--- src/rtl/sdmon_pkg.sv ---
package sdmon_pkg;
  localparam int NUM_CMD = 12;
  localparam int C_NOOP  = 0;
  localparam int C_DESL  = 1;
  localparam int C_MRS   = 2;
  localparam int C_REFR  = 3;
  localparam int C_ACTV  = 4;
  localparam int C_DEAC  = 5;
  localparam int C_DCAB  = 6;
  localparam int C_WRT   = 7;
  localparam int C_WRTP  = 8;
  localparam int C_READ  = 9;
  localparam int C_READP = 10;
  localparam int C_STOP  = 11;
  localparam int NUM_BANKS = 2;

  typedef struct packed {
    logic                 advance;
    logic                 startAcc;
    logic                 accWrite;
    logic                 accAuto;
    logic                 accBank;
    logic                 stopAcc;
    logic [NUM_BANKS-1:0] openMask;
    logic [NUM_BANKS-1:0] closeMask;
  } dpStrobe_t;
endpackage

--- src/rtl/sdmon_dp.sv ---
module sdmon_dp
  import sdmon_pkg::*;
#(
  parameter int MAX_BL_LOG = 3,
  parameter int BL_W = 2
) (
  input  logic                 clk,
  input  logic                 rst,
  input  dpStrobe_t            strobe,
  input  logic [BL_W-1:0]      burstLen,
  output logic [NUM_BANKS-1:0] bankOpen,
  output logic                 autoBusy,
  output logic                 writeTail
);
  localparam int MAX_CNT = (1 << MAX_BL_LOG) + 1;
  localparam int CNT_W   = $clog2(MAX_CNT + 1);

  logic [CNT_W-1:0]     accCnt;
  logic                 accWr;
  logic                 apPend;
  logic                 apBank;
  logic [CNT_W-1:0]     burstCycles;
  logic                 endNow;
  logic [NUM_BANKS-1:0] nextOpen;

  assign burstCycles = CNT_W'(1) << burstLen;
  assign endNow = (strobe.advance && accCnt == CNT_W'(1)) ||
                  (strobe.stopAcc && accCnt != '0);

  always_comb begin
    nextOpen = bankOpen;
    if (endNow && apPend) nextOpen[apBank] = 1'b0;
    nextOpen = (nextOpen & ~strobe.closeMask) | strobe.openMask;
  end

  always_ff @(posedge clk) begin
    if (rst) begin
      bankOpen <= '0;
      accCnt   <= '0;
      accWr    <= 1'b0;
      apPend   <= 1'b0;
      apBank   <= 1'b0;
    end else begin
      bankOpen <= nextOpen;
      if (strobe.startAcc) begin
        accCnt <= burstCycles + CNT_W'(strobe.accWrite);
        accWr  <= strobe.accWrite;
        apPend <= strobe.accAuto;
        apBank <= strobe.accBank;
      end else begin
        if (strobe.stopAcc) accCnt <= '0;
        else if (strobe.advance && accCnt != '0) accCnt <= accCnt - CNT_W'(1);
        if (endNow || strobe.closeMask[apBank]) apPend <= 1'b0;
      end
    end
  end

  assign autoBusy  = apPend;
  assign writeTail = accWr && accCnt == CNT_W'(2);
endmodule

--- src/rtl/sdmon_ctrl.sv ---
module sdmon_ctrl
  import sdmon_pkg::*;
(
  input  logic                 clk,
  input  logic                 rst,
  input  logic                 csN,
  input  logic                 rasN,
  input  logic                 casN,
  input  logic                 weN,
  input  logic                 cke,
  input  logic                 bankSel,
  input  logic                 autoDeac,
  input  logic [1:0]           modeBits,
  input  logic [NUM_BANKS-1:0] bankOpen,
  input  logic                 autoBusy,
  input  logic                 writeTail,
  output dpStrobe_t            strobe,
  output logic [NUM_CMD-1:0]   cmdCode,
  output logic                 cmdBank,
  output logic                 hold,
  output logic                 err
);
  logic                 ckePrev;
  logic [NUM_CMD-1:0]   dec;
  logic                 legal;
  logic                 fire;
  logic                 selOpen;
  logic                 isRw;
  logic                 isStop;
  logic [NUM_BANKS-1:0] openReq;
  logic [NUM_BANKS-1:0] closeReq;
  logic                 suspendErr;

  assign selOpen = bankOpen[bankSel];

  always_comb begin
    dec      = '0;
    legal    = 1'b1;
    isRw     = 1'b0;
    isStop   = 1'b0;
    openReq  = '0;
    closeReq = '0;
    if (csN) begin
      dec[C_DESL] = 1'b1;
    end else begin
      case ({rasN, casN, weN})
        3'b000: begin
          dec[C_MRS] = 1'b1;
          legal = (bankOpen == '0) && (modeBits == 2'b00);
        end
        3'b001: begin
          dec[C_REFR] = 1'b1;
          legal = (bankOpen == '0);
        end
        3'b010: begin
          if (autoDeac) begin
            dec[C_DCAB] = 1'b1;
            closeReq    = '1;
          end else begin
            dec[C_DEAC]       = 1'b1;
            closeReq[bankSel] = 1'b1;
          end
        end
        3'b011: begin
          dec[C_ACTV]      = 1'b1;
          legal            = !selOpen;
          openReq[bankSel] = 1'b1;
        end
        3'b100: begin
          dec[autoDeac ? C_WRTP : C_WRT] = 1'b1;
          legal = selOpen && !autoBusy;
          isRw  = 1'b1;
        end
        3'b101: begin
          dec[autoDeac ? C_READP : C_READ] = 1'b1;
          legal = selOpen && !autoBusy;
          isRw  = 1'b1;
        end
        3'b110: begin
          dec[C_STOP] = 1'b1;
          legal  = selOpen;
          isStop = 1'b1;
        end
        default: dec[C_NOOP] = 1'b1;
      endcase
    end
  end

  assign fire       = ckePrev && legal;
  assign suspendErr = ckePrev && !cke && writeTail;

  always_comb begin
    strobe.advance   = ckePrev;
    strobe.startAcc  = fire && isRw;
    strobe.accWrite  = !weN;
    strobe.accAuto   = autoDeac;
    strobe.accBank   = bankSel;
    strobe.stopAcc   = fire && isStop;
    strobe.openMask  = fire ? openReq : '0;
    strobe.closeMask = fire ? closeReq : '0;
  end

  always_ff @(posedge clk) begin
    if (rst) begin
      ckePrev <= 1'b1;
      cmdCode <= '0;
      cmdBank <= 1'b0;
      err     <= 1'b0;
    end else begin
      ckePrev <= cke;
      cmdCode <= ckePrev ? dec : '0;
      if (ckePrev) cmdBank <= bankSel;
      err     <= (ckePrev && !legal) || suspendErr;
    end
  end

  assign hold = !ckePrev;
endmodule

--- src/rtl/sdram_cmd_monitor.sv ---
module sdram_cmd_monitor
  import sdmon_pkg::*;
#(
  parameter int MAX_BL_LOG = 3,
  localparam int BL_W = $clog2(MAX_BL_LOG + 1)
) (
  input  logic                 clk,
  input  logic                 rst,
  input  logic                 csN,
  input  logic                 rasN,
  input  logic                 casN,
  input  logic                 weN,
  input  logic                 cke,
  input  logic                 bankSel,
  input  logic                 autoDeac,
  input  logic [1:0]           modeBits,
  input  logic [BL_W-1:0]      burstLen,
  output logic [NUM_CMD-1:0]   cmdCode,
  output logic                 cmdBank,
  output logic [NUM_BANKS-1:0] bankOpen,
  output logic                 hold,
  output logic                 err
);
  dpStrobe_t strobe;
  logic      autoBusy;
  logic      writeTail;

  sdmon_ctrl u_ctrl (
    .clk(clk), .rst(rst), .csN(csN), .rasN(rasN), .casN(casN), .weN(weN),
    .cke(cke), .bankSel(bankSel), .autoDeac(autoDeac), .modeBits(modeBits),
    .bankOpen(bankOpen), .autoBusy(autoBusy), .writeTail(writeTail),
    .strobe(strobe), .cmdCode(cmdCode), .cmdBank(cmdBank), .hold(hold), .err(err)
  );

  sdmon_dp #(.MAX_BL_LOG(MAX_BL_LOG), .BL_W(BL_W)) u_dp (
    .clk(clk), .rst(rst), .strobe(strobe), .burstLen(burstLen),
    .bankOpen(bankOpen), .autoBusy(autoBusy), .writeTail(writeTail)
  );
endmodule

--- config.mk ---
export PLATFORM = sky130hd
export DESIGN_NAME = sdram_cmd_monitor
export DESIGN_NICKNAME = d
export VERILOG_FILES = /design/src/rtl/sdmon_pkg.sv /design/src/rtl/sdmon_dp.sv /design/src/rtl/sdmon_ctrl.sv /design/src/rtl/sdram_cmd_monitor.sv
export SDC_FILE = /design/constraint.sdc
export NUM_CORES = 1
export LEC_CHECK = 0
export BUFFER_PORTS_ARGS = -buffer_cell sky130_fd_sc_hd__buf_2
export CAP_MARGIN = 20
export CORE_AREA = 2 2 52 54
export DETAILED_ROUTE_END_ITERATION = 8
export DIE_AREA = 0 0 54 56
export PLACE_DENSITY = 0.74
export REMOVE_ABC_BUFFERS = 1
export SLEW_MARGIN = 10
export SYNTH_ARGS = -nofsm -noshare
export SYNTH_HDL_FRONTEND = slang
export SYNTH_SLANG_ARGS = --single-unit
--- constraint.sdc ---
create_clock -name clk -period 2 [get_ports clk]
set_input_delay 0.3 -clock clk [delete_from_list [all_inputs] [get_ports clk]]
set_output_delay 0.3 -clock clk [all_outputs]
set_load 0.005 [all_outputs]
* Word level (Yosys, flattened, before mapping)
Cells that the tools add are included.
Widths: inputs -> output; s select.
** Storage, ports and cells
- Bits in registers :: 24
- Input bits :: 13
- Output and inout bits :: 17
- Logic and storage cells :: 115
** Operators by class
- $add $sub $neg :: 2
- $lt $le $gt $ge :: 8
- Equality and inequality tests :: 8
- Shift operators :: 1
- Mux-type cells :: 44
- Bitwise operators :: 6
- Reduce and logical (&&, ||, !) cells :: 36
** Operators by type and width (count)
- $ge 32x1->1 const B :: 2
- $lt 32x6->1 const B :: 2
- $mux 1 :: 18
- $mux 2 :: 9
- $logic_and 1x1->1 :: 17
- $mux 4 :: 4
- $pmux 1 s3 :: 5
- $eq 3x3->1 const B :: 3
- $demux 1 s4 :: 2
- $pmux 4 s2 :: 1
- $eq 3x2->1 const B :: 2
- $logic_not 1->1 :: 6
- $pmux 2 s3 :: 1
- $pmux 1 s5 :: 1
- $reduce_or 5->1 :: 1
- $add 4x1->4 :: 1
- $and 2x2->2 :: 2
- $eq 4x1->1 const B :: 1
- $eq 4x2->1 const B :: 1
- $logic_not 2->1 :: 2
- $lt 1x2->1 const B :: 2
- $not 2->2 :: 2
- $reduce_bool 4->1 :: 1
- $reduce_or 2->1 :: 2
- 13 further kinds :: 17

* Longest topological paths before layout
Gate-level depths: netlist (run 1).
- Depth after elaboration :: 13
- Gate-level depth with buffers :: 7
- Mapped depth without buffers :: 6

* Hierarchy
A second synthesis (run 1) with hierarchy kept.
** Unflattened totals
- Cells, all modules :: 145
- Area, all modules :: 1282.5 sq um
** Modules (own cells, without submodules)
- sdmon_ctrl :: instances 1, cells an instance 71, area an instance 665.6 sq um, seq. area each 300.3 sq um
- sdmon_dp :: instances 1, cells an instance 74, area an instance 616.8 sq um, seq. area each 180.2 sq um

* Worst setup path before layout (run 1)
Ideal clock, no wire load.
- Kind :: input to register
- Start :: input bankSel
- End :: register u_dp.accCnt[0]
- Library setup time :: 0.095 ns
- Arrival :: 1.493 ns
- Required time :: 1.905 ns
- Setup slack :: 0.411 ns
- Cell stages on the path :: 7
- Buffers on the path :: 2
- Cell sequence :: buf_6 > mux2_4 > a211o_1 > nand3_2 > buf_6 > nand3_1 > a221oi_1
** Between the ends
- Cells in the longest elaborated chain, start to end :: 9
- Elaborated cells on any way between the ends :: 12
- Those cells by class :: mux: 6; reduce/logical: 6
** RTL lines
- from (decl) :: line sdram_cmd_monitor.sv:14 : input logic bankSel,
- $mux 1 (not written as such) * (2 in a row) :: line sdmon_ctrl.sv:34 : assign selOpen = bankOpen[bankSel];
- $logic_and 1x1->1 or $logic_not 1->1 (tied branches) :: line sdmon_ctrl.sv:71, sdmon_ctrl.sv:76, sdmon_ctrl.sv:66
- $pmux 1 s5 * :: line sdmon_ctrl.sv:46 : case ({rasN, casN, weN})
- $mux 1 * :: line sdmon_ctrl.sv:43 : if (csN) begin
- $logic_and 1x1->1 * :: line sdmon_ctrl.sv:89 : assign fire = ckePrev && legal;
- $logic_and 1x1->1 :: line sdmon_ctrl.sv:98 : strobe.stopAcc = fire && isStop;
- $mux 4 :: line sdmon_dp.sv:51 : if (strobe.stopAcc) accCnt <= '0;
- $mux 4 :: line sdmon_dp.sv:45 : if (strobe.startAcc) begin
- to (signal assigned) :: line sdmon_dp.sv:46 : accCnt <= burstCycles + CNT_W'(strobe.accWrite);
- to (signal assigned) :: line sdmon_dp.sv:52 : else if (strobe.advance && accCnt != '0) accCnt <= accCnt - CNT_W'(1);
- to (decl) :: line sdmon_dp.sv:18 : logic [CNT_W-1:0] accCnt;
Mark *: on every way between the ends. The rest lies on a longest branch, timed or not. The select of a mux whose other input is x is not followed.
A chain may end at the register's enable or synchronous reset.

* Worst setup path after layout (run 1)
- Start :: register u_dp.apPend (netlist: u_dp.autoBusy)
- End :: register u_dp.apPend (netlist: u_dp.autoBusy)
** Between the ends
- Cells in the longest elaborated chain, start to end :: 10
- Elaborated cells on any way between the ends :: 15
- Those cells by class :: mux: 6; reduce/logical: 9
** RTL lines
- from (decl) :: line sdmon_dp.sv:20 : logic apPend;
- from (signal assigned) :: line sdmon_dp.sv:48 : apPend <= strobe.accAuto;
- $logic_not 1->1 * :: line sdmon_ctrl.sv:71, sdmon_ctrl.sv:76
- $logic_and 1x1->1 * :: line sdmon_ctrl.sv:71, sdmon_ctrl.sv:76
- $pmux 1 s5 * :: line sdmon_ctrl.sv:46
- $mux 1 * :: line sdmon_ctrl.sv:43
- $logic_and 1x1->1 * :: line sdmon_ctrl.sv:89
- $mux 2 or $logic_and 1x1->1 (tied branches) :: line sdmon_ctrl.sv:100, sdmon_ctrl.sv:98
- $mux 1 (not written as such) or $logic_and 1x1->1 (tied branches) :: line sdmon_dp.sv:53, sdmon_dp.sv:28
- $mux 1 (not written as such) or $logic_or 1x1->1 (tied branches) :: line sdmon_dp.sv:53, sdmon_dp.sv:27
- $logic_or 1x1->1 :: line sdmon_dp.sv:53 : if (endNow || strobe.closeMask[apBank]) apPend <= 1'b0;
- $reduce_bool 2->1 (no source line)
Marked as above.

==> results of run 1 <==
## worst max-delay path, cell delays in order, from the launching register on
cell and delay (ns):
dfxtp_1 0.40, inv_1 0.10, o2111ai_2 0.30, nand3_2 0.25, a2111oi_0 0.43, a41o_2 0.15
## state kept, by name, indices dropped and copies added (netlist names)
register	flops
u_ctrl.ckePrev	1
u_ctrl.cmdBank	1
u_ctrl.cmdCode	12
u_ctrl.err	1
u_dp.accCnt	4
u_dp.accWr	1
u_dp.apBank	1
u_dp.autoBusy	1
u_dp.bankOpen	2
## power by group
part / internal (mW) / switching (mW)
clock: 0.111 / 0.140
combinational: 0.145 / 0.192
sequential: 0.526 / 0.0438
## area by class of cell
| cell class | count | area, sq um |
|---|---|---|
| repair buffers | 29 | 145 |
| well taps | 30 | 37.5 |
| clock buffers | 4 | 36.3 |
| fillers | 233 | 1070 |
| flip-flops and latches | 24 | 480 |
| inverters | 8 | 30.0 |
| multi-input cells | 97 | 636 |
## cells in the final DEF (no fill, tap or decap), types with 3 or more instances in the layout
| cell type | Yosys | layout |
|---|---|---|
| buf_2 | 3 | 29 |
| a21oi_1 | 4 | 4 |
| nor2b_1 | 4 | 4 |
| clkbuf_4 | 0 | 3 |
| nor3_1 | 9 | 9 |
| ha_1 | 5 | 5 |
| and3_1 | 4 | 4 |
| nor2_1 | 12 | 12 |
| o21ai_0 | 5 | 5 |
| nand2_1 | 7 | 7 |
| nand3_1 | 10 | 10 |
| dfxtp_1 | 24 | 24 |
| inv_1 | 8 | 8 |
## logic make-up after synthesis
logic type / after synthesis / synth area share, %
flip-flops: 24 / 40.2
XOR/XNOR: 2 / 1.47
AND/OR/NAND/NOR: 62 / 27.7
adder cells (fa/ha/maj): 5 / 5.24
buffers and inverters: 16 / 6.60
AO/OA/AOI/OAI: 26 / 16.6
multiplexers: 2 / 2.09
## how the worst max path moves through the flow
stage                startpoint                to  slack [ns]  depth (start not counted)
2_1_floorplan  u_dp.bankOpen[0]     u_dp.autoBusy        0.50                          5
3_3_place_gp            bankSel     u_dp.autoBusy        0.22                          6
3_5_place_dp            bankSel     u_dp.autoBusy        0.16                          6
4_1_cts           u_dp.autoBusy     u_dp.autoBusy        0.33                          5
5_1_grt          u_ctrl.ckePrev  u_dp.bankOpen[0]        0.16                          5
6_report          u_dp.autoBusy     u_dp.autoBusy        0.33                          5
## layer usage
metal / vias to the layer above / routed length (um) / global-route usage, %
li1: 543 / - / -
met2: 31 / 1200 / 29.1
met4: 0 / 25 / 6.43
met1: 482 / 1130 / 24.1
met5: - / 0 / 0
met3: 2 / 130 / 2.96
==> reports/metrics.csv, run 1 <==
metric,value,unit
status,completed,
drt-pass1-iter-count,4,
ys_seq_area_share,40.2,%
die_area,3020,sq um
numCtsBuffers,3,
initial_core_util,49.1,%
ys_warn_count,0,
cts_tree,built,
area.growth.synth_to_final,14.2,%
drv_slew,0,
finalSetupViolCount,0,
max-clock-path-buffers,2,
reg2reg_from,u_dp.autoBusy,
synth-async-reset-ratio,0,%
postPlaceCellArea,1330,sq um
clockRootBuffer,clkbuf_4,
synth-edff-count,0,
htreeDepth,1,
cts_setup_buffers,0,
ir_drop,0.575,mV
grt_start_max_net_pins,14,
overflow,0,
ios,30,
place.gp.congestion,0.813,
synthesis.area,1190,sq um
ys_top_cells_by_area,"dfxtp_1, ha_1, nand3_1, nor3_1, nor2_1",
routed_wl,2480,um
vias,1058,
timing.hold.ws,0.175,ns
antenna_found_initial,0,
drv_cap,0,
fmax,600,MHz
dpl.cell_count,188,
reg2reg_depth,5,
hp-class,input port to flip-flop,
tightestPinTransition,0.431,ns
grt_pass1_wl,4200,um
whs_path_depth,2,
cts_resized,0,
cts_sinks,24,
std_cell_rows,18,
setup_tns,0,ns
drtIter0Drc,19,
finalWorstPathRequiredPeriod,1.67,ns
synth.avg_cell_area,8.72,sq um
remaining_drc_errors,0,
hold_path.startpoint,cke,
finClkSkew,0.000542,ns
crit_fanout,11,
power_density,848,nW/um^2
p_leak,0.624,nW
cp-start-kind,flip-flop,
synth.distinct_cells,40,
worst_setup_path_end_kind,flip-flop,
synth_most_common_cell,dfxtp_1,
min_to,u_ctrl.ckePrev,
required,2.27,ns
finalPower,1.16,mW
rsz0062_at_grt,no,
antenna_cells,0,
synthTopCellsByCount,"dfxtp_1, nor2_1, nand3_1",
track_usage,18.2,%
fin_crit_sh,83.4,%
viasPerCell,5.51,
dpl_worst_slack,0.158,ns
post_drt_wl_per_cell,12.9,um
die_w,54,um
ys_ff_latch,24,
die_h,56,um
dp_hpwl,1930,um
antenna_left,0,
r2r_slack,0.33,ns
drive_gt1_share,25.3,%
ys.flop_type,dfxtp_1,
synth_cells,137,
hold_buffers,0,
utilization,56.1,%
finalHoldViolations,0,
worstSkewPairLatency,0.31,ns
fin_ws,0.332,ns
fin_area,1370,sq um
clkSlewWorstSetupHoldPaths,0.12,ns
r2r-end,u_dp.autoBusy,
nets,181,
synth_top_cell_area_share,40.2,%
fin_cells,192,
path_class,flip-flop to flip-flop,
yosys.area.top_type,dfxtp_1,
cp.arrival,1.94,ns
slew_headroom,71.2,%
core-area,2430,sq um
port_buffers,29,
grt_pass1_vias,979,
No activity file was read; power rests on OpenSTA's default activity.
==> run 2, diff against run 1 <==
--- a/config.mk
+++ b/config.mk
@@ -7,10 +7,10 @@
 export LEC_CHECK = 0
 export BUFFER_PORTS_ARGS = -buffer_cell sky130_fd_sc_hd__buf_2
 export CAP_MARGIN = 20
-export CORE_AREA = 2 2 52 54
+export CORE_AREA = 2 2 54 56
 export DETAILED_ROUTE_END_ITERATION = 8
-export DIE_AREA = 0 0 54 56
-export PLACE_DENSITY = 0.74
+export DIE_AREA = 0 0 56 58
+export PLACE_DENSITY = 0.72
 export REMOVE_ABC_BUFFERS = 1
 export SLEW_MARGIN = 10
 export SYNTH_ARGS = -nofsm -noshare
==> constraint.sdc (replaced) <==
create_clock -name clk -period 1.4 [get_ports clk]
set_input_delay 0.21 -clock clk [delete_from_list [all_inputs] [get_ports clk]]
set_output_delay 0.21 -clock clk [all_outputs]
set_load 0.005 [all_outputs]
==> reports/metrics.csv, run 2 (synthesis gave the netlist of run 1 again) <==
metric,value,unit,change
slew_headroom,72.5,%,+1.3 points
largest-register,u_ctrl.cmdCode,,
post_drt_wl_per_cell,14.7,um,+13%
drv_cap,0,,unchanged
pwr-share-clk,14.7,%,-7.0 points
timing.hold.ws,0.0862,ns,-0.0884 ns
area.growth.synth_to_final,41.3,%,
r2r_slack,-0.14,ns,-0.47 ns
path_class,flip-flop to flip-flop,,
cts_tree,built,,
violations,negative setup slack,,
fmax,651,MHz,+8.6%
slowest_delay,0.33,ns,-0.10 ns
mostFrequentLayoutCell,buf_4,,
intPower,1.30,mW,+66%
status,finished with violations,,
finalSetupViolCount,10,,+10
p_leak,0.790,nW,+27%
htreeDepth,1,,unchanged
seqPwrFrac,40.2,%,-9.0 points
tightestPinTransition,0.409,ns,-0.0213 ns
grt_pass1_vias,1221,,+25%
nets,213,,+18%
max-clock-path-buffers,2,,unchanged
initial_core_util,44.9,%,-4.2 points
numCtsBuffers,3,,unchanged
ir_drop,1.19,mV,+110%
hp-class,input port to flip-flop,,
antenna_found_initial,0,,unchanged
top_regs,"u_ctrl.cmdCode: 12 flops, u_dp.accCnt: 4 flops, u_dp.bankOpen: 2 flops",,
routed_wl,3280,um,+32%
vias,1260,,+19%
port_buffers,29,,unchanged
antenna_cells,0,,unchanged
combPwrFrac,45.1,%,+16 points
ios,30,,unchanged
antenna_left,0,,unchanged
cp-start-kind,flip-flop,,
finalPower,1.99,mW,+72%
largest_reg_flops,12,,unchanged
crit_family,compound AO/OA/AOI/OAI gates,,
die_h,58,um,+3.6%
rsz0062_at_grt,yes,,
final_cell_mix,"buf_4, buf_2, dfxtp_1",,
drive_gt1_share,46.6,%,+21 points
crit_fanout,7,,-4
cp_slowest_cell,dfxtp_1,,
cts_sinks,24,,unchanged
power.switching,695,uW,+85%
clkSlewWorstSetupHoldPaths,0.12,ns,about the same
drtIter0Drc,29,,+10
setup_tns,-0.867,ns,-0.867 ns
required,1.63,ns,-0.64 ns
remaining_drc_errors,0,,unchanged
crit_chain,"mux2_4, a211o_1, nand3_4, nand4_1, a211oi_2",,
viasPerCell,5.63,,+2.1%
drv_slew,0,,unchanged
fin_crit_sh,110,%,+26 points
clockRootBuffer,clkbuf_4,,
die_w,56,um,+3.7%
hold_buffers,0,,unchanged
overflow,0,,unchanged
grt_pass1_wl,5270,um,+25%
place.gp.congestion,0.801,,-1.5%
worstSkewPairLatency,0.31,ns,about the same
sw_frac_of_total,34.9,%,+2.4 points
fin_ws,-0.135,ns,-0.467 ns
worst_setup_path_end_kind,flip-flop,,
track_usage,21.3,%,+3.1 points
cp.arrival,1.77,ns,-0.17 ns
core-area,2660,sq um,+9.5%
finClkSkew,0.00383,ns,+0.00329 ns
finalHoldViolations,0,,unchanged
finalWorstPathRequiredPeriod,1.54,ns,-0.133 ns
cp.buffers_inverters,0,,-1
die_area,3250,sq um,+7.4%
std_cell_rows,19,,+1
drt-pass1-iter-count,4,,unchanged
grt_start_max_net_pins,13,,-1
dp_hpwl,2480,um,+29%
power_density,1180,nW/um^2,+39%
[run 2: cell count changes in the layout (fill, tap and decap cells not counted), sizes merged]
| cell | previous run | this run |
|---|---|---|
| clkbuf | 4 | 3 |
| buf | 29 | 61 |
[run 2: area by class of cell]
class                   count  area [sq um]
clock buffers               3          22.5
fillers                   224           975
inverters                   8          30.0
multi-input cells          97           723
flip-flops and latches     24           484
well taps                  31          38.8
repair buffers             61           389
[run 2: stage by stage]
| stage | util (%) | cells | setup WS [ns] | instance area, sq um |
|---|---|---|---|---|
| floorplan | - | 129 | -0.101 | 1150 |
| global placement | 58.7 | 220 | -0.188 | 1560 |
| detailed placement | 58.7 | 220 | -0.239 | 1560 |
| CTS | 63.0 | 224 | -0.0989 | 1680 |
| global route | 63.4 | 224 | -0.182 | 1690 |
| finish | 63.4 | 224 | -0.135 | 1690 |
[run 2: metal layers]
| metal | global-route usage [%] | vias to the layer above | share of wire [%] |
|---|---|---|---|
| met3 | 2.90 | 14 | 7.4 |
| met1 | 23.2 | 577 | 39 |
| met5 | 0 | - | 0 |
| li1 | - | 603 | - |
| met2 | 38.3 | 66 | 50 |
| met4 | 14.6 | 0 | 4.4 |
[run 2: timing repair]
action | CTS | global route
setup endpoints to repair | 10 | 14
gates cloned | 0 | 0
pin swaps | 5 | 0
setup buffers | 1 | 0
resized for setup | 22 | 3
[run 2: power by group through the flow]
stage	registers (mW)	clock network (mW)	logic, mW
global placement	0.797	0	0.711
floorplan	0.817	0	0.355
finish	0.801	0.294	0.899
global route	0.809	0.323	0.971
CTS	0.799	0.308	0.846
detailed placement	0.802	0	0.733
[run 2: path summary, 6_finish.rpt]
| path | from | to | cells after the start |
|---|---|---|---|
| setup / recovery | u_dp.bankOpen[0] | u_dp.accCnt[3] | 5 |
| hold / removal | cke | u_ctrl.ckePrev | 2 |
| setup reg to reg | u_dp.bankOpen[0] | u_dp.accCnt[3] | 5 |
| hold reg to reg | u_ctrl.cmdBank | u_ctrl.cmdBank | 2 |
[run 2: worst register-to-register path, cell delays in order, from the launching register on]
cell,delay [ns]
dfxtp_1,0.33
mux2_4,0.28
a211o_1,0.32
nand3_4,0.13
nand4_1,0.16
a211oi_2,0.25
